**config.mk**
```make
export PLATFORM = sky130hd
export DESIGN_NAME = tbw_irq_ctrl
export DESIGN_NICKNAME = d
export VERILOG_FILES = /design/src/rtl/tbw_pkg.sv /design/src/rtl/tbw_divider.sv /design/src/rtl/tbw_watchdog.sv /design/src/rtl/tbw_irq_out.sv /design/src/rtl/tbw_irq_ctrl.sv
export SDC_FILE = /design/constraint.sdc
export NUM_CORES = 1
export LEC_CHECK = 0
export BUFFER_PORTS_ARGS = -buffer_cell sky130_fd_sc_hd__buf_2
export CORE_ASPECT_RATIO = 1.4
export CORE_MARGIN = 1
export CORE_UTILIZATION = 58
export DETAILED_ROUTE_END_ITERATION = 6
export GPL_ROUTABILITY_DRIVEN = 0
export PLACE_DENSITY_LB_ADDON = 0.08
export RECOVER_POWER = 100
export SYNTH_ARGS = -nofsm -noshare
export SYNTH_HDL_FRONTEND = slang
export SYNTH_SLANG_ARGS = --single-unit
```
**constraint.sdc**
```tcl
create_clock -name clk -period 1.2 [get_ports clk]
set_input_delay 0 -clock clk [delete_from_list [all_inputs] [get_ports clk]]
set_output_delay 0 -clock clk [all_outputs]
set_load 0.01 [all_outputs]
```
**src/rtl/tbw_pkg.sv**
```systemverilog
package tbw_pkg;

  typedef enum logic {
    ROUTE_TIMER = 1'b0,
    ROUTE_WDT   = 1'b1
  } route_e;

endpackage

```
**src/rtl/tbw_divider.sv**
```systemverilog
module tbw_divider #(
  parameter int PRE_BITS = 3,
  parameter int DIV_BITS = 8,
  parameter int RATE_W   = $clog2(DIV_BITS)
) (
  input  logic              clk,
  input  logic              rst_n,
  input  logic              sys_en,
  input  logic              run_en,
  input  logic              src_fast,
  input  logic              clr,
  input  logic [RATE_W-1:0] rate,
  output logic              tick_o
);

  logic                cnt_en;
  logic                base_tick;
  logic [DIV_BITS-1:0] div_q, div_d;
  logic [DIV_BITS-1:0] low_mask;

  assign cnt_en = sys_en & run_en & ~clr;

  generate
    if (PRE_BITS > 0) begin : g_pre
      logic [PRE_BITS-1:0] pre_q, pre_d;

      always_comb begin
        pre_d = pre_q;
        if (clr) begin
          pre_d = '0;
        end else if (cnt_en && src_fast) begin
          pre_d = pre_q + PRE_BITS'(1);
        end
      end

      always_ff @(posedge clk or negedge rst_n) begin
        if (!rst_n) begin
          pre_q <= '0;
        end else begin
          pre_q <= pre_d;
        end
      end

      assign base_tick = cnt_en & (src_fast ? (&pre_q) : 1'b1);
    end else begin : g_nopre
      assign base_tick = cnt_en;
    end
  endgenerate

  always_comb begin
    low_mask = (DIV_BITS'(1) << rate) - DIV_BITS'(1);
    tick_o   = base_tick & (&(div_q | ~low_mask));
    div_d    = div_q;
    if (clr) begin
      div_d = '0;
    end else if (base_tick) begin
      div_d = div_q + DIV_BITS'(1);
    end
  end

  always_ff @(posedge clk or negedge rst_n) begin
    if (!rst_n) begin
      div_q <= '0;
    end else begin
      div_q <= div_d;
    end
  end

  // system disable freezes the divider
  a_r10_freeze_when_off: assert property (@(posedge clk) disable iff (!rst_n)
    (!sys_en && !clr) |=> $stable(div_q));

  // a stopped divider does not advance
  a_r7_hold_when_stopped: assert property (@(posedge clk) disable iff (!rst_n)
    (!run_en && !clr) |=> $stable(div_q));

endmodule

```
**src/rtl/tbw_watchdog.sv**
```systemverilog
module tbw_watchdog #(
  parameter int WDT_BITS = 2
) (
  input  logic clk,
  input  logic rst_n,
  input  logic tick,
  input  logic wdt_mode,
  input  logic clr_wdt,
  input  logic irq_dis,
  output logic flag_o
);

  logic [WDT_BITS-1:0] wc_q, wc_d;
  logic                flag_q, flag_d;
  logic                step;

  assign step = tick & wdt_mode;

  always_comb begin
    wc_d   = wc_q;
    flag_d = flag_q;
    if (clr_wdt) begin
      wc_d = '0;
    end else if (step) begin
      wc_d = wc_q + WDT_BITS'(1);
    end
    if (clr_wdt || irq_dis) begin
      flag_d = 1'b0;
    end else if (step && (&wc_q)) begin
      flag_d = 1'b1;
    end
  end

  always_ff @(posedge clk or negedge rst_n) begin
    if (!rst_n) begin
      wc_q   <= '0;
      flag_q <= 1'b0;
    end else begin
      wc_q   <= wc_d;
      flag_q <= flag_d;
    end
  end

  assign flag_o = flag_q;

  // flag is sticky until one of its two clearing strobes
  a_r6_flag_sticky: assert property (@(posedge clk) disable iff (!rst_n)
    (flag_q && !clr_wdt && !irq_dis) |=> flag_q);

  // flag rises only on the event that wraps the watchdog count
  a_r5_flag_on_wrap: assert property (@(posedge clk) disable iff (!rst_n)
    $rose(flag_q) |-> ($past(wc_q) == {WDT_BITS{1'b1}} && $past(tick) && $past(wdt_mode)));

endmodule

```
**src/rtl/tbw_irq_out.sv**
```systemverilog
module tbw_irq_out (
  input  logic clk,
  input  logic rst_n,
  input  logic tick,
  input  logic wdt_mode,
  input  logic irq_en,
  input  logic flag,
  output logic irq_lvl_o,
  output logic irq_oe_o
);

  logic pulse_q, pulse_d;

  assign pulse_d = tick & ~wdt_mode;

  always_ff @(posedge clk or negedge rst_n) begin
    if (!rst_n) begin
      pulse_q <= 1'b0;
    end else begin
      pulse_q <= pulse_d;
    end
  end

  assign irq_oe_o  = irq_en & (wdt_mode ? flag : pulse_q);
  assign irq_lvl_o = ~irq_oe_o;

  // in timer routing the line only falls after a divider event
  a_r8_timer_follows_tick: assert property (@(posedge clk) disable iff (!rst_n)
    (!wdt_mode && irq_oe_o) |-> $past(tick));

endmodule

```
**src/rtl/tbw_irq_ctrl.sv**
```systemverilog
module tbw_irq_ctrl
  import tbw_pkg::*;
#(
  parameter int PRE_BITS = 3,
  parameter int DIV_BITS = 8,
  parameter int WDT_BITS = 2,
  parameter int SYNC_STAGES = 2
) (
  input  logic       clk,
  input  logic       rst_n,
  input  logic       sys_en_i,
  input  logic       src_fast_i,
  input  logic       wdt_dis_i,
  input  logic       wdt_en_i,
  input  logic       tmr_en_i,
  input  logic       clr_wdt_i,
  input  logic       clr_tmr_i,
  input  logic       irq_en_i,
  input  logic       irq_dis_i,
  input  logic       rate_we_i,
  input  logic [2:0] rate_i,
  output logic       irq_lvl_o,
  output logic       irq_oe_o
);

  localparam int RATE_W = $clog2(DIV_BITS);

  logic [SYNC_STAGES-1:0] rst_sync_q;
  logic                   rst_int_n;

  always_ff @(posedge clk or negedge rst_n) begin
    if (!rst_n) begin
      rst_sync_q <= '0;
    end else begin
      rst_sync_q <= {rst_sync_q[SYNC_STAGES-2:0], 1'b1};
    end
  end

  assign rst_int_n = rst_sync_q[SYNC_STAGES-1];

  logic              run_q, run_d;
  route_e            mode_q, mode_d;
  logic              ien_q, ien_d;
  logic [RATE_W-1:0] rate_q, rate_d;
  logic              clr_any;
  logic              tick_w;
  logic              flag_w;
  logic              wdt_mode;

  always_comb begin
    run_d  = run_q;
    mode_d = mode_q;
    ien_d  = ien_q;
    rate_d = rate_q;
    if (wdt_dis_i) begin
      run_d = 1'b0;
    end else if (wdt_en_i || tmr_en_i) begin
      run_d = 1'b1;
    end
    if (wdt_en_i) begin
      mode_d = ROUTE_WDT;
    end else if (tmr_en_i) begin
      mode_d = ROUTE_TIMER;
    end
    if (irq_dis_i) begin
      ien_d = 1'b0;
    end else if (irq_en_i) begin
      ien_d = 1'b1;
    end
    if (rate_we_i) begin
      rate_d = RATE_W'(rate_i);
    end
  end

  always_ff @(posedge clk or negedge rst_int_n) begin
    if (!rst_int_n) begin
      run_q  <= 1'b0;
      mode_q <= ROUTE_TIMER;
      ien_q  <= 1'b0;
      rate_q <= '0;
    end else begin
      run_q  <= run_d;
      mode_q <= mode_d;
      ien_q  <= ien_d;
      rate_q <= rate_d;
    end
  end

  assign clr_any  = clr_wdt_i | clr_tmr_i;
  assign wdt_mode = (mode_q == ROUTE_WDT);

  tbw_divider #(
    .PRE_BITS (PRE_BITS),
    .DIV_BITS (DIV_BITS),
    .RATE_W   (RATE_W)
  ) u_div (
    .clk      (clk),
    .rst_n    (rst_int_n),
    .sys_en   (sys_en_i),
    .run_en   (run_q),
    .src_fast (src_fast_i),
    .clr      (clr_any),
    .rate     (rate_q),
    .tick_o   (tick_w)
  );

  tbw_watchdog #(
    .WDT_BITS (WDT_BITS)
  ) u_wdt (
    .clk      (clk),
    .rst_n    (rst_int_n),
    .tick     (tick_w),
    .wdt_mode (wdt_mode),
    .clr_wdt  (clr_wdt_i),
    .irq_dis  (irq_dis_i),
    .flag_o   (flag_w)
  );

  tbw_irq_out u_irq (
    .clk       (clk),
    .rst_n     (rst_int_n),
    .tick      (tick_w),
    .wdt_mode  (wdt_mode),
    .irq_en    (ien_q),
    .flag      (flag_w),
    .irq_lvl_o (irq_lvl_o),
    .irq_oe_o  (irq_oe_o)
  );

  // a disabled interrupt never drives the pad
  a_r11_float_when_off: assert property (@(posedge clk) disable iff (!rst_int_n)
    !ien_q |-> !irq_oe_o);

  // drive only ever pulls low
  a_r11_open_drain: assert property (@(posedge clk) disable iff (!rst_int_n)
    irq_oe_o |-> !irq_lvl_o);

endmodule

```
==> results of run 1 <==
## kinds of logic after synthesis
kind of cell    Yosys count  share of synthesized area (%)
buf+inv                   6                           2.83
compound gates           15                           11.8
xor+xnor                  4                           3.30
mux                       7                           7.89
fa+ha+maj                 4                           4.71
flops                    22                           51.8
simple gates             38                           17.3
other cells               1                          0.353
## stage by stage
step	instance area [sq um]	hold slack (ns)	std cells	worst slack, ns	utilization, %
detailed placement	1370	-0.214	159	-0.672	83.3
global placement	1370	-0.216	159	-0.593	83.3
floorplan	1060	-0.296	97	-0.642	-
==> flow_summary.json, run 1 <==
{
  "status": "stopped before the end",
  "haltStage": "clock tree synthesis",
  "toolErrorMsg": "[ERROR DPL-0033] detailed placement checks failed during check placement.",
  "cts_inserted_buffers": 3,
  "initial_utilization_pct": 64.9,
  "floorplan.die.width_microns": 38.2,
  "synth_nets": 116,
  "postSynthCellCount": 97,
  "synth_top_area_cell": "sky130_fd_sc_hd__dfrtp_1",
  "yosysMostFrequentCell": "sky130_fd_sc_hd__dfrtp_1",
  "synth.top_cell.area_share_pct": 51.8,
  "post_synth_main_area_contributors": "sky130_fd_sc_hd__dfrtp_1, sky130_fd_sc_hd__ha_1, sky130_fd_sc_hd__nor2_1",
  "dieHeight_microns": 52.6,
  "cts.sinks": 22,
  "root_buffer": "sky130_fd_sc_hd__clkbuf_4",
  "netlist_area_sq_um": 1060,
  "post_cts_resize_count": 15,
  "postSynthAreaPerCell_sq_um": 11.0,
  "most_instantiated_flip_flop_cell_in_the_synthesis_netlist": "sky130_fd_sc_hd__dfrtp_1",
  "synthesis.yosys.warnings": 0,
  "synth.top_cells.by_count": "sky130_fd_sc_hd__dfrtp_1, sky130_fd_sc_hd__nor2_1, sky130_fd_sc_hd__nand2_1",
  "cts_htree_levels": 1,
  "synth-seq-area-share_pct": 51.8,
  "ys_async_sr_fraction_pct": 100,
  "synth.distinct_cells": 30,
  "yosys_register_bits": 22,
  "design.portCount": 17,
  "synth_enable_flop_cells": 0,
  "cts_setup_buffers": 5,
  "cts_hold_buffers": 13,
  "placement.io_buffers": 16,
  "ctsLongestPathBuffers": 2,
  "rows": 17,
  "dp_hpwl_microns": 1840
}
==> run 2, diff against run 1 <==
CORE_AREA = 2 2 63 65   (was unset)
CORE_ASPECT_RATIO = unset   (was 1.4)
CORE_MARGIN = unset   (was 1)
CORE_UTILIZATION = unset   (was 58)
DIE_AREA = 0 0 65 67   (was unset)
PLACE_DENSITY_LB_ADDON = 0.15   (was 0.08)
==> run 2 against run 1 <==
Compared with the run above: the flow now finishes, with violations (hold timing, setup timing); synthesized cell count did not move; area after synthesis unchanged.
==> flow_summary.json, run 2 <==
{
  "registers.top_by_ff_count": "u_div.div_q",
  "route.detailed.wl_per_inst_microns": 12.2,
  "final_critical_path_share_of_the_clock_period_pct": 154,
  "cts_inserted_buffers": 3,
  "cts.sinks": 22,
  "cts_htree_levels": 1,
  "detailed_place.area_sq_um": 1400,
  "timing.max_cap.violations": 0,
  "dpl_worst_slack_ns": -0.630,
  "worstSetupEndpointType": "register",
  "ctsLongestPathBuffers": 2,
  "cts_tree": "yes",
  "grt_first_pass_wirelength_microns": 4130,
  "crit_path_end": "u_wdt.wc_q[1]",
  "irDropWorstVdd_mv": 0.356,
  "cell_chain_critical_path": "ha_2 > ha_4 > nor2b_2 > or3_4 > a31oi_4 > and3_4 > mux2_4",
  "most-common-layout-cells": "sky130_fd_sc_hd__buf_4, sky130_fd_sc_hd__dfrtp_1, sky130_fd_sc_hd__buf_2",
  "finalSetupViolCount": 11,
  "initial_utilization_pct": 29.5,
  "die_area_sq_um": 4360,
  "final_area_sq_um": 1690,
  "layout.filler_cells": 354,
  "maximum_number_of_pins_on_one_net_before_global_route_repair": 21,
  "violations_in_the_final_reports": "hold timing, setup timing",
  "root_buffer": "sky130_fd_sc_hd__clkbuf_8",
  "area_growth_pct": 59.0,
  "crit_path_leading_delay_family": "simple AND/OR/NAND/NOR gates",
  "power-per-cell-area_nw_per_um2": 841,
  "dieHeight_microns": 67,
  "design.portCount": 17,
  "viasPerCell": 4.43,
  "largest_register_ffs": 7,
  "static-leakage-power_nw": 0.808,
  "biggestRegsByFlops": "u_div.div_q: 7 flops, rate_q: 3 flops, u_div.g_pre.pre_q: 3 flops",
  "finish.net_count": 178,
  "antenna_found_initial": 0,
  "postSynthCellCount": 97,
  "regToRegStartpoint": "u_div.g_pre.pre_q[1]",
  "grt_pass1_vias": 959,
  "status": "finished, violations left",
  "critPathRequiredTime_ns": 1.35,
  "finish.cell_count_without_fillers": 205,
  "hold_depth": 3,
  "drt_pass1_iterations": 3,
  "synth-seq-area-share_pct": 51.8,
  "timing.hold.worst.class": "in2reg",
  "yosys_register_bits": 22,
  "synth.top_cell.area_share_pct": 51.8,
  "crit_type": "reg2reg",
  "final.min_clock_period_ns": 1.85,
  "synth.top_cells.by_count": "sky130_fd_sc_hd__dfrtp_1, sky130_fd_sc_hd__nor2_1, sky130_fd_sc_hd__nand2_1",
  "drc": 0,
  "netlist_area_sq_um": 1060,
  "critPathLaunch": "u_div.g_pre.pre_q[1]",
  "placement.io_buffers": 16,
  "dp.cells": 188,
  "regToRegSetupSlack_ns": -0.65,
  "rows": 22,
  "relSlewSlack_pct": 65.5,
  "vias": 908,
  "final_max_slew_viol_count": 0,
  "share_of_final_layout_standard_cells_stronger_than_drive_strength_1_pct": 47.1,
  "timing.clock.skew_ns": 0.00519,
  "postLayoutSetupSlackWorst_ns": -0.647,
  "worst_r2r_endpoint": "u_wdt.wc_q[1]",
  "worst_path_max_delay_cell": "sky130_fd_sc_hd__dfrtp_1",
  "layout_commonest_cell": "sky130_fd_sc_hd__buf_4",
  "grt_setup_unrepaired": "true",
  "count_of_nets_left_with_antenna_violations_after_detail_routing": 0,
  "cp_slowest_stage_delay_ns": 0.36,
  "worst-slew-pin-transition_ns": 0.517,
  "floorplan.die.width_microns": 65,
  "cp.depth": 7,
  "crit_buf_inv": 0,
  "worst_skew_pair.late_latency_ns": 0.26,
  "globalRouteTotalUtil_pct": 12.5,
  "path_max_fanout": 2,
  "critPathLaunchType": "register",
  "design.core.area_sq_um": 3610,
  "finalWirelength_microns": 2510,
  "diodes": 0,
  "totalNegativeSetupSlack_ns": -4.95,
  "ys_async_sr_fraction_pct": 100,
  "synth_enable_flop_cells": 0,
  "synthesis.yosys.warnings": 0,
  "yosysMostFrequentCell": "sky130_fd_sc_hd__dfrtp_1",
  "synth.distinct_cells": 30,
  "dp_hpwl_microns": 1680,
  "min_hold_slack_ns": -0.0294,
  "worst_setup_hold_path_clk_slew_ns": 0.08,
  "synth_top_area_cell": "sky130_fd_sc_hd__dfrtp_1",
  "critPathArrivalTime_ns": 1.99,
  "synth_nets": 116,
  "drt-initial-drc-count": 30,
  "globalRouteOverflowTotal": 0,
  "reg2reg_depth": 7,
  "multi_input_comb_area_sq_um": 594,
  "most_instantiated_flip_flop_cell_in_the_synthesis_netlist": "sky130_fd_sc_hd__dfrtp_1",
  "postSynthAreaPerCell_sq_um": 11.0,
  "post_synth_main_area_contributors": "sky130_fd_sc_hd__dfrtp_1, sky130_fd_sc_hd__ha_1, sky130_fd_sc_hd__nor2_1",
  "fmax_mhz": 541,
  "final-seq-area_sq_um": 551,
  "hold_viol": 1
}
run 2: cells by family after synthesis:
| group | synth area share, % |
|---|---|
| simple gates | 17.3 |
| xor+xnor | 3.30 |
| buf+inv | 2.83 |
| other cells | 0.353 |
| fa+ha+maj | 4.71 |
| mux | 7.89 |
| flops | 51.8 |
| compound gates | 11.8 |
run 2: how the worst min path moves through the flow:
stage | from | to
6_report | irq_en_i | ien_q
5_1_grt | irq_en_i | ien_q
3_3_place_gp | rst_n | rst_sync_q[0]
2_1_floorplan | rst_n | rst_sync_q[0]
4_1_cts | clr_wdt_i | u_wdt.flag_o
3_5_place_dp | rst_n | rst_sync_q[1]
run 2: timing repair:
action	4_1_cts	5_1_grt
hold buffers	10	0
hold endpoints to repair	9	0
setup buffers	4	3
setup endpoints to repair	13	13
pin swaps	9	10
gates resized for setup	14	12
run 2: power by group:
group	internal (mW)	switching, mW	total (mW)
Sequential	0.762	0.0133	0.775
Clock	0.224	0.235	0.459
Combinational	0.0997	0.0874	0.187
run 2: routing by layer:
metal  up-vias  global-route usage (%)  routed length (microns)
met5         -                       0                        0
met4         0                    5.32                       12
met3         2                    2.03                       62
met2        12                    21.6                     1250
met1       433                    15.2                     1180
li1        461                       -                        -
run 2: final cells by class:
class	instances	area share (%)
Sequential cell	22	32.6
Tap cell	48	3.56
Multi-Input combinational cell	69	35.2
Inverter	5	1.11
Timing Repair Buffer	58	25.1
Clock buffer	3	2.44
run 2: worst register-to-register path: stages (launching register included):
cell and delay (ns):
sky130_fd_sc_hd__dfrtp_1 0.36, sky130_fd_sc_hd__ha_2 0.20, sky130_fd_sc_hd__ha_4 0.13, sky130_fd_sc_hd__nor2b_2 0.04, sky130_fd_sc_hd__or3_4 0.35, sky130_fd_sc_hd__a31oi_4 0.17, sky130_fd_sc_hd__and3_4 0.22, sky130_fd_sc_hd__mux2_4 0.29
run 2: through the flow:
stage / utilization [%] / hold WS [ns] / power (mW)
CTS: 45.1 / 0.0143 / 1.46
global route: 46.8 / 0.0177 / 1.50
detailed placement: 38.9 / -0.214 / 0.937
floorplan: - / -0.296 / 0.850
global placement: 38.9 / -0.216 / 0.935
finish: 46.8 / -0.0294 / 1.42
(Power assumes the default switching activity.)
==> run 3, diff against run 2 <==
HOLD_SLACK_MARGIN = 0.08   (was unset)
==> run 3 against run 2 <==
Compared with the run above: the run ends with setup timing left; maximum frequency hardly changed; flip-flop and latch count stayed put; sequential share of layout area is 0.69 points lower; largest power group unchanged.
==> flow_summary.json, run 3 (synthesis gave the netlist of run 2 again) <==
{
  "share_comb_of_total_power_pct": 13.6,
  "final_critical_path_share_of_the_clock_period_pct": 154,
  "cts_htree_levels": 1,
  "biggestRegsByFlops": "u_div.div_q: 7 flops, rate_q: 3 flops, u_div.g_pre.pre_q: 3 flops",
  "die_area_sq_um": 4360,
  "worstSetupEndpointType": "register",
  "dpl_worst_slack_ns": -0.630,
  "count_of_nets_left_with_antenna_violations_after_detail_routing": 0,
  "cell_chain_critical_path": "ha_2 > ha_4 > nor2b_2 > or3_4 > a31oi_4 > and3_4 > mux2_4",
  "cp.depth": 7,
  "finish.net_count": 181,
  "rows": 22,
  "antenna_found_initial": 0,
  "dieHeight_microns": 67,
  "worst_path_max_delay_cell": "sky130_fd_sc_hd__dfrtp_1",
  "cp_slowest_stage_delay_ns": 0.36,
  "power-per-cell-area_nw_per_um2": 829,
  "globalRouteTotalUtil_pct": 12.6,
  "grt_pass1_vias": 987,
  "clock_power_share_pct": 32.2,
  "switching_power_mw": 0.338,
  "hold_viol": 0,
  "worst_skew_pair.late_latency_ns": 0.26,
  "registers.top_by_ff_count": "u_div.div_q",
  "area_growth_pct": 62.4,
  "violations_in_the_final_reports": "setup timing",
  "root_buffer": "sky130_fd_sc_hd__clkbuf_8",
  "power_report.internal_total_mw": 1.09,
  "critPathRequiredTime_ns": 1.35,
  "critPathLaunchType": "register",
  "cts_inserted_buffers": 3,
  "design.core.area_sq_um": 3610,
  "timing.max_cap.violations": 0,
  "reg2reg_depth": 7,
  "diodes": 0,
  "critPathArrivalTime_ns": 1.99,
  "path_max_fanout": 2,
  "switching_share_pct": 23.7,
  "largest_register_ffs": 7,
  "floorplan.die.width_microns": 65,
  "final.min_clock_period_ns": 1.85,
  "finalSetupViolCount": 11,
  "most-common-layout-cells": "sky130_fd_sc_hd__buf_4, sky130_fd_sc_hd__dfrtp_1, sky130_fd_sc_hd__buf_2",
  "timing.hold.worst.class": "in2reg",
  "dp_hpwl_microns": 1680,
  "grt_first_pass_wirelength_microns": 4200,
  "report.power.total_mw": 1.43,
  "timing.clock.skew_ns": 0.00506,
  "placement.io_buffers": 16,
  "finalWirelength_microns": 2530,
  "grt_setup_unrepaired": "true",
  "detailed_place.area_sq_um": 1400,
  "relSlewSlack_pct": 66.0,
  "route.detailed.wl_per_inst_microns": 12.2,
  "initial_utilization_pct": 29.5,
  "crit_path_leading_delay_family": "simple AND/OR/NAND/NOR gates",
  "postLayoutSetupSlackWorst_ns": -0.648,
  "design.portCount": 17,
  "regToRegSetupSlack_ns": -0.65,
  "layout_commonest_cell": "sky130_fd_sc_hd__buf_4",
  "drt-initial-drc-count": 31,
  "static-leakage-power_nw": 0.830,
  "viasPerCell": 4.49,
  "maximum_number_of_pins_on_one_net_before_global_route_repair": 21,
  "final_area_sq_um": 1730,
  "cts.sinks": 22,
  "drt_pass1_iterations": 2,
  "irDropWorstVdd_mv": 0.357,
  "layout.filler_cells": 352,
  "hold_depth": 2,
  "share_of_final_layout_standard_cells_stronger_than_drive_strength_1_pct": 46.3,
  "status": "finished, violations left",
  "drc": 0,
  "worst-slew-pin-transition_ns": 0.509,
  "vias": 934,
  "final_max_slew_viol_count": 0,
  "fmax_mhz": 541,
  "p_seq_share_pct": 54.2,
  "crit_buf_inv": 0,
  "crit_type": "reg2reg",
  "ctsLongestPathBuffers": 2,
  "cts_tree": "yes",
  "globalRouteOverflowTotal": 0,
  "worst_setup_hold_path_clk_slew_ns": 0.08
}
[run 3: timing repair]
item	CTS	global route
hold endpoints to repair	9	1
pin swaps	9	10
setup endpoints to repair	13	14
hold buffers	13	1
buffers inserted	4	3
gates resized for setup	14	14
[run 3: routing by layer]
metal / share of wire [%] / global-route usage [%] / routed length [microns] / vias up
li1: - / - / - / 464
met1: 47 / 15.2 / 1180 / 454
met2: 50 / 22.3 / 1270 / 14
met3: 2.5 / 2.03 / 63 / 2
met4: 0.47 / 5.32 / 12 / 0
met5: 0 / 0 / 0 / -
[run 3: power by group through the flow]
stage | logic [mW] | registers (mW) | clock network [mW]
final | 0.194 | 0.775 | 0.460
after global routing | 0.215 | 0.778 | 0.520
after CTS | 0.198 | 0.776 | 0.493
after detailed placement | 0.145 | 0.792 | 0
after global placement | 0.143 | 0.792 | 0
after floorplan | 0.0476 | 0.802 | 0
[run 3: final cells by class]
type,instances,area [sq um],share of cell area [%]
multi-input combinational,69,594,34.4
timing repair buffer,61,460,26.7
clock buffer,3,41.3,2.39
inverter,5,18.8,1.09
sequential,22,551,31.9
tap,48,60.1,3.48
[run 3: path summary, 6_finish.rpt]
kind                                 startpoint              to
max                        u_div.g_pre.pre_q[1]   u_wdt.wc_q[1]
min                                   rate_we_i       rate_q[1]
max reg2reg                u_div.g_pre.pre_q[1]   u_wdt.wc_q[1]
min reg2reg                       rst_sync_q[1]  u_div.div_q[4]
max in group asynchronous                 rst_n   rst_sync_q[1]
min in group asynchronous         rst_sync_q[1]  u_div.div_q[4]
[run 3: per-stage QoR]
stage / TNS [ns] / utilization [%] / hold slack (ns) / instances
after CTS: -4.71 / 46.0 / 0.166 / 208
after floorplan: -3.39 / - / -0.296 / 97
after global placement: -4.37 / 38.9 / -0.216 / 188
after detailed placement: -4.61 / 38.9 / -0.214 / 188
after global routing: -5.94 / 47.8 / 0.177 / 208
final: -5.00 / 47.8 / 0.0944 / 208
==> run 4, diff against run 3 <==
PLACE_DENSITY = 0.53   (was unset)
PLACE_DENSITY_LB_ADDON = unset   (was 0.15)
==> run 4 against run 3 <==
Compared with the run above: the flow still finishes with violations (setup timing); non-clock buffer count decreased by 3; worst setup slack improved by 0.0090 ns; cell area decreased by 2.5%; largest power group unchanged; worst hold slack improved by 0.024 ns; register-to-register slack about the same.
==> flow_summary.json, run 4 (synthesis gave the netlist of run 2 again) <==
{
  "share_of_final_layout_standard_cells_stronger_than_drive_strength_1_pct": 43.3,
  "grt_first_pass_wirelength_microns": 4310,
  "hold_viol": 0,
  "final_max_slew_viol_count": 0,
  "crit_type": "reg2reg",
  "dpl_worst_slack_ns": -0.645,
  "cts.sinks": 22,
  "power-per-cell-area_nw_per_um2": 842,
  "status": "finished, violations left",
  "worst-slew-pin-transition_ns": 0.530,
  "cp.depth": 7,
  "fmax_mhz": 544,
  "area_growth_pct": 58.4,
  "layout_commonest_cell": "sky130_fd_sc_hd__buf_4",
  "postLayoutCoreUtil_pct": 46.7,
  "crit_path_leading_delay_family": "simple AND/OR/NAND/NOR gates",
  "finalSetupViolCount": 11,
  "final.min_clock_period_ns": 1.84,
  "worst_setup_hold_path_clk_slew_ns": 0.08,
  "cell_chain_critical_path": "ha_4 > ha_4 > nor2b_2 > or3_4 > a31oi_4 > and3_4 > mux2_4",
  "globalRouteOverflowTotal": 0,
  "cts_inserted_buffers": 3,
  "cts_htree_levels": 1,
  "largest_register_ffs": 7,
  "path_common_cell": "sky130_fd_sc_hd__ha_4",
  "drt_pass1_iterations": 4,
  "reg2reg_depth": 7,
  "cp_slowest_stage_delay_ns": 0.39,
  "die_area_sq_um": 4360,
  "route.detailed.wl_per_inst_microns": 12.1,
  "timing.clock.skew_ns": 0.00273,
  "dp_hpwl_microns": 1760,
  "initial_utilization_pct": 29.5,
  "finish.net_count": 178,
  "worstSetupEndpointType": "register",
  "drc": 0,
  "maximum_number_of_pins_on_one_net_before_global_route_repair": 21,
  "timing.max_cap.violations": 0,
  "placement.io_buffers": 16,
  "critPathRequiredTime_ns": 1.35,
  "most-common-layout-cells": "sky130_fd_sc_hd__buf_4, sky130_fd_sc_hd__dfrtp_1, sky130_fd_sc_hd__buf_2",
  "ctsLongestPathBuffers": 2,
  "finish.cell_count_without_fillers": 205,
  "rows": 22,
  "dieHeight_microns": 67,
  "vias": 905,
  "timing.hold.worst.class": "in2reg",
  "grt_setup_unrepaired": "true",
  "irDropWorstVdd_mv": 0.608,
  "diodes": 0,
  "final_critical_path_share_of_the_clock_period_pct": 153,
  "count_of_nets_left_with_antenna_violations_after_detail_routing": 0,
  "globalRouteTotalUtil_pct": 13.0,
  "design.core.area_sq_um": 3610,
  "finalWirelength_microns": 2480,
  "crit_buf_inv": 0,
  "hold_depth": 4,
  "violations_in_the_final_reports": "setup timing",
  "postLayoutSetupSlackWorst_ns": -0.639,
  "relSlewSlack_pct": 64.6,
  "root_buffer": "sky130_fd_sc_hd__clkbuf_8",
  "grt_pass1_vias": 1017,
  "critPathArrivalTime_ns": 1.98,
  "floorplan.die.width_microns": 65,
  "worst_path_max_delay_cell": "sky130_fd_sc_hd__dfrtp_1",
  "design.portCount": 17,
  "drt-initial-drc-count": 17,
  "registers.top_by_ff_count": "u_div.div_q",
  "cts_tree": "yes",
  "static-leakage-power_nw": 0.802,
  "biggestRegsByFlops": "u_div.div_q: 7 flops, rate_q: 3 flops, u_div.g_pre.pre_q: 3 flops",
  "critPathLaunchType": "register",
  "worst_skew_pair.late_latency_ns": 0.26,
  "dp.cells": 188,
  "antenna_found_initial": 0,
  "path_max_fanout": 2,
  "viasPerCell": 4.41
}
## run 4: per-layer routing
metal	wire length, microns	GRT usage (%)
met1	1150	16.0
met3	47	2.20
met4	21	4.52
met2	1260	23.1
met5	0	0
## run 4: final cells by class
class / count / area, sq um
Tap cell: 48 / 60.1
Fill cell: 344 / 1920
Timing Repair Buffer: 58 / 428
Sequential cell: 22 / 551
Multi-Input combinational cell: 69 / 584
Inverter: 5 / 18.8
Clock buffer: 3 / 41.3
## run 4: what timing repair did
| item | CTS | global route |
|---|---|---|
| resized for setup | 12 | 8 |
| hold endpoints to repair | 9 | 0 |
| setup buffers | 2 | 1 |
| pin swaps | 6 | 6 |
| endpoints found under the setup margin | 13 | 14 |
| hold buffers | 13 | 0 |
## run 4: worst register-to-register path: cells and delay by family (launching register included)
family / cells / cell delay (ns)
adders and majority gates: 2 / 0.28
muxes: 1 / 0.29
and+or+nand+nor: 3 / 0.61
DFF: 1 / 0.39
AOI/OAI and AO/OA: 1 / 0.17
## run 4: final timing paths
check                                     startpoint             end  slack, ns
worst min-delay path                       clr_tmr_i  u_div.div_q[1]       0.12
min in group asynchronous              rst_sync_q[1]  u_div.div_q[2]       0.30
worst min register to register         rst_sync_q[1]  u_div.div_q[2]       0.30
max in group asynchronous                      rst_n   rst_sync_q[0]       0.50
worst max-delay path            u_div.g_pre.pre_q[0]   u_wdt.wc_q[1]      -0.64
worst max register to register  u_div.g_pre.pre_q[0]   u_wdt.wc_q[1]      -0.64
## run 4: where the power goes
| group | total (mW) | internal, mW | switching [mW] |
|---|---|---|---|
| clock network | 0.451 | 0.224 | 0.227 |
| registers | 0.776 | 0.762 | 0.0138 |
| logic | 0.190 | 0.104 | 0.0862 |
## run 4: per-stage QoR
stage | hold slack [ns] | power [mW] | instance area, sq um | TNS, ns
finish | 0.119 | 1.42 | 1680 | -4.38
CTS | 0.104 | 1.43 | 1640 | -4.34
detailed placement | -0.214 | 0.941 | 1400 | -4.58
floorplan | -0.296 | 0.850 | 1060 | -3.39
global route | 0.136 | 1.50 | 1680 | -5.16
global placement | -0.216 | 0.937 | 1400 | -4.22
